### src/rtl/evt_irq_pkg.sv
package evt_irq_pkg;
    // Register addresses
    localparam int unsigned ADR_EVENTS  = 0;
    localparam int unsigned ADR_ENABLES = 1;

    // Event bit layout per side: frame-done at even, buffer-done at odd
    function automatic int unsigned frame_pos(input int unsigned side);
        return 2 * side;
    endfunction

    function automatic int unsigned chunk_pos(input int unsigned side);
        return 2 * side + 1;
    endfunction
endpackage

### src/rtl/evt_decode.sv
module evt_decode #(
    parameter int unsigned N_SIDE = 2,
    localparam int unsigned EVW   = 2 * N_SIDE
) (
    input  logic [N_SIDE-1:0] done_i,
    input  logic [N_SIDE-1:0] last_i,
    output logic [EVW-1:0]    set_o
);
    import evt_irq_pkg::*;

    for (genvar s = 0; s < N_SIDE; s++) begin : g_side
        always_comb begin
            set_o[frame_pos(s)] = done_i[s] &  last_i[s];
            set_o[chunk_pos(s)] = done_i[s] & ~last_i[s];
        end
    end
endmodule

### src/rtl/evt_w1c_reg.sv
module evt_w1c_reg #(
    parameter int unsigned EVW = 4
) (
    input  logic           clk,
    input  logic           rst_n,
    input  logic [EVW-1:0] clr_i,
    input  logic [EVW-1:0] set_i,
    output logic [EVW-1:0] evt_o
);
    typedef struct packed {
        logic [EVW-1:0] evt;
    } state_t;

    state_t st_d, st_q;

    always_comb begin
        st_d     = st_q;
        // hardware set is applied after the clear so it wins
        st_d.evt = (st_q.evt & ~clr_i) | set_i;
    end

    always_ff @(posedge clk) begin
        if (!rst_n) st_q <= '0;
        else        st_q <= st_d;
    end

    assign evt_o = st_q.evt;


    set_wins_chk: assert property (@(posedge clk) disable iff (!rst_n)
        (|set_i) |=> ((evt_o & $past(set_i)) == $past(set_i)));


    clear_hits_chk: assert property (@(posedge clk) disable iff (!rst_n)
        (|(clr_i & ~set_i)) |=> ((evt_o & $past(clr_i & ~set_i)) == '0));


    untouched_hold_chk: assert property (@(posedge clk) disable iff (!rst_n)
        rst_n |=> (((evt_o ^ $past(evt_o)) & ~$past(set_i | clr_i)) == '0));
endmodule

### src/rtl/irq_gate.sv
module irq_gate #(
    parameter int unsigned EVW = 4
) (
    input  logic           clk,
    input  logic           rst_n,
    input  logic           en_we_i,
    input  logic [EVW-1:0] en_wdata_i,
    input  logic [EVW-1:0] evt_i,
    output logic [EVW-1:0] en_o,
    output logic           irq_o
);
    typedef struct packed {
        logic [EVW-1:0] en;
        logic           irq;
    } state_t;

    state_t st_d, st_q;

    always_comb begin
        st_d     = st_q;
        st_d.irq = |(evt_i & st_q.en);
        if (en_we_i) st_d.en = en_wdata_i;
    end

    always_ff @(posedge clk) begin
        if (!rst_n) st_q <= '0;
        else        st_q <= st_d;
    end

    assign en_o  = st_q.en;
    assign irq_o = st_q.irq;


    en_write_chk: assert property (@(posedge clk) disable iff (!rst_n)
        en_we_i |=> (en_o == $past(en_wdata_i)));


    irq_sticky_chk: assert property (@(posedge clk) disable iff (!rst_n)
        (irq_o && (|(evt_i & en_o)) && !en_we_i) |=> irq_o);
endmodule

### src/rtl/evt_irq_regs.sv
module evt_irq_regs #(
    parameter int unsigned N_SIDE = 2,
    parameter int unsigned ADDR_W = 2,
    parameter int unsigned DATA_W = 32
) (
    input  logic              clk,
    input  logic              rst_n,
    input  logic              reg_wr,
    input  logic [ADDR_W-1:0] reg_addr,
    input  logic [DATA_W-1:0] reg_wdata,
    output logic [DATA_W-1:0] reg_rdata,
    input  logic [N_SIDE-1:0] desc_done,
    input  logic [N_SIDE-1:0] desc_last,
    output logic              irq_o
);
    import evt_irq_pkg::*;

    localparam int unsigned EVW = 2 * N_SIDE;
    localparam logic [ADDR_W-1:0] A_EVT = ADDR_W'(ADR_EVENTS);
    localparam logic [ADDR_W-1:0] A_EN  = ADDR_W'(ADR_ENABLES);

    logic [EVW-1:0] set_vec;
    logic [EVW-1:0] clr_vec;
    logic [EVW-1:0] evt_q;
    logic [EVW-1:0] en_q;
    logic           hit_evt, hit_en;

    assign hit_evt = reg_wr && (reg_addr == A_EVT);
    assign hit_en  = reg_wr && (reg_addr == A_EN);
    assign clr_vec = hit_evt ? reg_wdata[EVW-1:0] : '0;

    evt_decode #(.N_SIDE(N_SIDE)) u_dec (
        .done_i (desc_done),
        .last_i (desc_last),
        .set_o  (set_vec)
    );

    evt_w1c_reg #(.EVW(EVW)) u_evt (
        .clk   (clk),
        .rst_n (rst_n),
        .clr_i (clr_vec),
        .set_i (set_vec),
        .evt_o (evt_q)
    );

    irq_gate #(.EVW(EVW)) u_irq (
        .clk        (clk),
        .rst_n      (rst_n),
        .en_we_i    (hit_en),
        .en_wdata_i (reg_wdata[EVW-1:0]),
        .evt_i      (evt_q),
        .en_o       (en_q),
        .irq_o      (irq_o)
    );

    // side-effect-free read mux
    always_comb begin
        reg_rdata = '0;
        if (reg_addr == A_EVT)     reg_rdata[EVW-1:0] = evt_q;
        else if (reg_addr == A_EN) reg_rdata[EVW-1:0] = en_q;
    end


    irq_off_after_disable_chk: assert property (@(posedge clk) disable iff (!rst_n)
        (hit_en && (reg_wdata[EVW-1:0] == '0)) |=> ##1 !irq_o);


    single_buf_no_chunk_chk: assert property (@(posedge clk) disable iff (!rst_n)
        (desc_done[0] && desc_last[0] && !evt_q[chunk_pos(0)]) |=> !evt_q[chunk_pos(0)]);
endmodule

### config.mk
export PLATFORM = sky130hd
export DESIGN_NAME = evt_irq_regs
export DESIGN_NICKNAME = d
export VERILOG_FILES = /design/src/rtl/evt_irq_pkg.sv /design/src/rtl/evt_decode.sv /design/src/rtl/evt_w1c_reg.sv /design/src/rtl/irq_gate.sv /design/src/rtl/evt_irq_regs.sv
export SDC_FILE = /design/constraint.sdc
export NUM_CORES = 1
export LEC_CHECK = 0
export BUFFER_PORTS_ARGS = -buffer_cell sky130_fd_sc_hd__buf_4
export CAP_MARGIN = 10
export CORE_MARGIN = 5
export CORE_UTILIZATION = 37
export DETAILED_ROUTE_END_ITERATION = 7
export GPL_ROUTABILITY_DRIVEN = 0
export PLACE_DENSITY = 0.93
export RECOVER_POWER = 25
export SLEW_MARGIN = 5
export SYNTH_ARGS = -nofsm -noshare
export SYNTH_HDL_FRONTEND = slang
export SYNTH_HIERARCHICAL = 1
export SYNTH_SLANG_ARGS = --single-unit
### constraint.sdc
create_clock -name clk -period 2.5 [get_ports clk]
set_clock_uncertainty 0.15 [all_clocks]
set_input_delay 0.25 -clock clk [delete_from_list [all_inputs] [get_ports clk]]
set_output_delay 0.25 -clock clk [all_outputs]
set_load 0.1 [all_outputs]
==> metrics.md <==
| Metric | Value |
|---|---|
| Leak | roughly 0.38 nW |
| CORE AREA | approximately 1900 sq um |
| CTS Hold Bufs | 0 |
| Initial Utilization | between 30% and 40% |
| VDD IR max | ~210 uV |
| Syn Area/Cell | approximately 9.4 sq um |
| Status | completed |
| Routed Antenna Nets | 0 |
| Fin. Hold Viols | 0 |
| PortBufs | 17 |
| Final setup fails | 0 |
| Sequential cell area | 180 sq um |
| Area of the multi-input gates | roughly 400 sq um |
| Critical path type | reg -> out |
| Pwr dens | 673 nW/um^2 |
| Fmax | between 600 and 700 MHz |
| Wire per inst | between 9 and 10 microns |
| Max stage delay on crit path | between 0.3 and 0.4 ns |
| Routed Wire Length | 1160 microns |
| Hold Crit Class | in -> reg |
| Crit path required time | ~2.1 ns |
| Routed vias/inst | approximately 3.7 |
| Final hold slack | between 0.1 and 0.15 ns |
| Wire length of the first global-routing pass | between 1500 and 2000 microns |
| Post-DP Area | 754 sq um |
| ANT cells | 0 |
| Largest fanout on the critical path | 3 |
| Clock Latency Late Sink | 0.26 ns |
| Clk buf depth | 2 |
| Root Buffer | clkbuf_4 |
| Die Area | approximately 2900 sq um |
| Clock Sinks | 9 |
| Clock transition at the registers of the reported paths | around 0.060 ns |
| Synth unique cells | 16 |
| Commonest non-fill, non-tap cells in the layout | conb_1, buf_4, dfxtp_1 |
| Cell Area, Synth | slightly above 700 sq um |
| CTS tree | yes |
| CP bufs+invs | 1 |
| Slew Viols, Final | 0 |
| Reg-to-reg setup timing slack | 1.63 ns |
| Commonest non-fill, non-tap cell in the layout | conb_1 |
| Total grt overflow | 0 |
| Hpwl dp | about 1000 microns |
| H-Tree Level Count | 1 |
| Yosys warnings | 6 |
| Critical path arrival | about 1.1 ns |
| Tcrit/Tclk final | between 60% and 70% |
| I/O Pins | 74 |
| Post-synthesis sequential area ratio | approximately 25% |
| Die width | 54.3 microns |
| NumNets Final | approximately 140 |
| Max-Cap Viols | 0 |
| Fillers | ~200 |
| Rows | 16 |
| Die Ht | ~54 microns |
| Pin count of the biggest net entering global routing | 10 |
| CP endpoint kind | output pin |
| Total setup buffers inserted after CTS | 0 |
| Remaining DRCs | 0 |
| Fin Setup TNS | 0 ns |
| Cells after DPL | ~120 |
| Area delta synth->final | 7.08% |
| Critical path, cell by cell | mux2i_1, nor2_1, buf_4 |
| Final Critical Period | about 1.5 ns |
| Initial antenna violation count | 0 |
| Final Cell Area | 776 sq um |
| Post-cts resize count | 0 |
| Worst setup SP type | flop |
| Worst-path cell with the longest stage delay | dfxtp_1 |
| Total CTS buffers | 3 |
| #FFs+latches synth | 9 |
| Vias after detailed routing | 456 |
| Share of layout cells above drive strength 1 | between 20% and 30% |
| GRT Total Usage | 8.08% |
| Synth Instances | between 70 and 80 |
| Cell family with most CP delay | flip-flops |
| Power, Total | between 500 and 600 uW |
| DRT Pass-1 Iters | 4 |
| Starting DRC count in detailed routing | 5 |
| RSZ-0062 raised after global routing | false |
| Vias in the first global route | between 300 and 400 |
| Final Instance Count excl. Fillers | ~120 |
-- power breakdown --
group	switching (mW)	leakage, nW	internal, mW
clock network	0.0487	0.0150	0.0614
registers	0.00504	0.0737	0.151
logic	0.221	0.289	0.0348
-- through the flow --
step / util (%) / worst slack, ns
3_3_place_gp: 39.3 / 1.15
2_1_floorplan: - / 0.369
6_report: 40.4 / 0.994
3_5_place_dp: 39.3 / 1.13
4_1_cts: 40.6 / 0.968
5_1_grt: 40.4 / 0.912
-- flip-flops by register name, summed over array words and instances (netlist names) --
signal,cells
u_irq/en_o,4
u_irq/irq_o,1
u_evt/evt_o,4
-- cells by family (layout without fill, tap and decap cells) --
logic type	count (synthesis)	count (layout)	synth area share [%]
buffers and inverters	30	21	32.1
and+or+nand+nor	22	22	24.2
DFF	9	9	24.9
muxes	8	8	11.1
AOI/OAI and AO/OA	7	7	7.25
other	1	28	0.518
-- cell type report --
class	instances	share of cell area, %
clock buffer	4	3.39
multi-input combinational	65	53.1
sequential	9	23.2
tap	27	4.35
timing repair buffer	17	16.0
-- worst paths after layout --
kind                                                 start                          to  depth (start not counted)
worst min register to register  u_irq/en_o[0]$_SDFFE_PN0P_  u_irq/en_o[0]$_SDFFE_PN0P_                          2
worst max register to register   u_evt/evt_o[0]$_SDFF_PN0_      u_irq/irq_o$_SDFF_PN0_                          2
worst min-delay path                                 rst_n   u_evt/evt_o[2]$_SDFF_PN0_                          2
worst max-delay path            u_irq/en_o[1]$_SDFFE_PN0P_                reg_rdata[1]                          3
-- cell usage after synthesis (all sizes together) --
cell type | n | share of area, %
a21boi | 1 | 1.0
a22oi | 2 | 2.1
and2 | 6 | 5.5
and2b | 2 | 2.4
and3b | 1 | 1.4
buf | 30 | 32
conb | 1 | 0.52
dfxtp | 9 | 25
mux2i | 8 | 11
nor2 | 4 | 2.1
nor2b | 8 | 11
nor3b | 1 | 1.7
o21a | 4 | 4.1
-- per-layer routing --
| metal | global-route usage (%) | part of all wire (%) | vias up | wire length (microns) |
|---|---|---|---|---|
| met2 | 11.8 | 45 | 34 | 524 |
| met3 | 4.09 | 16 | 3 | 184 |
| met5 | 0 | 0 | - | 0 |
| met4 | 6.22 | 2.5 | 0 | 29 |
| li1 | - | - | 226 | - |
| met1 | 8.84 | 36 | 193 | 421 |
Power figures use the tool's default switching activity.
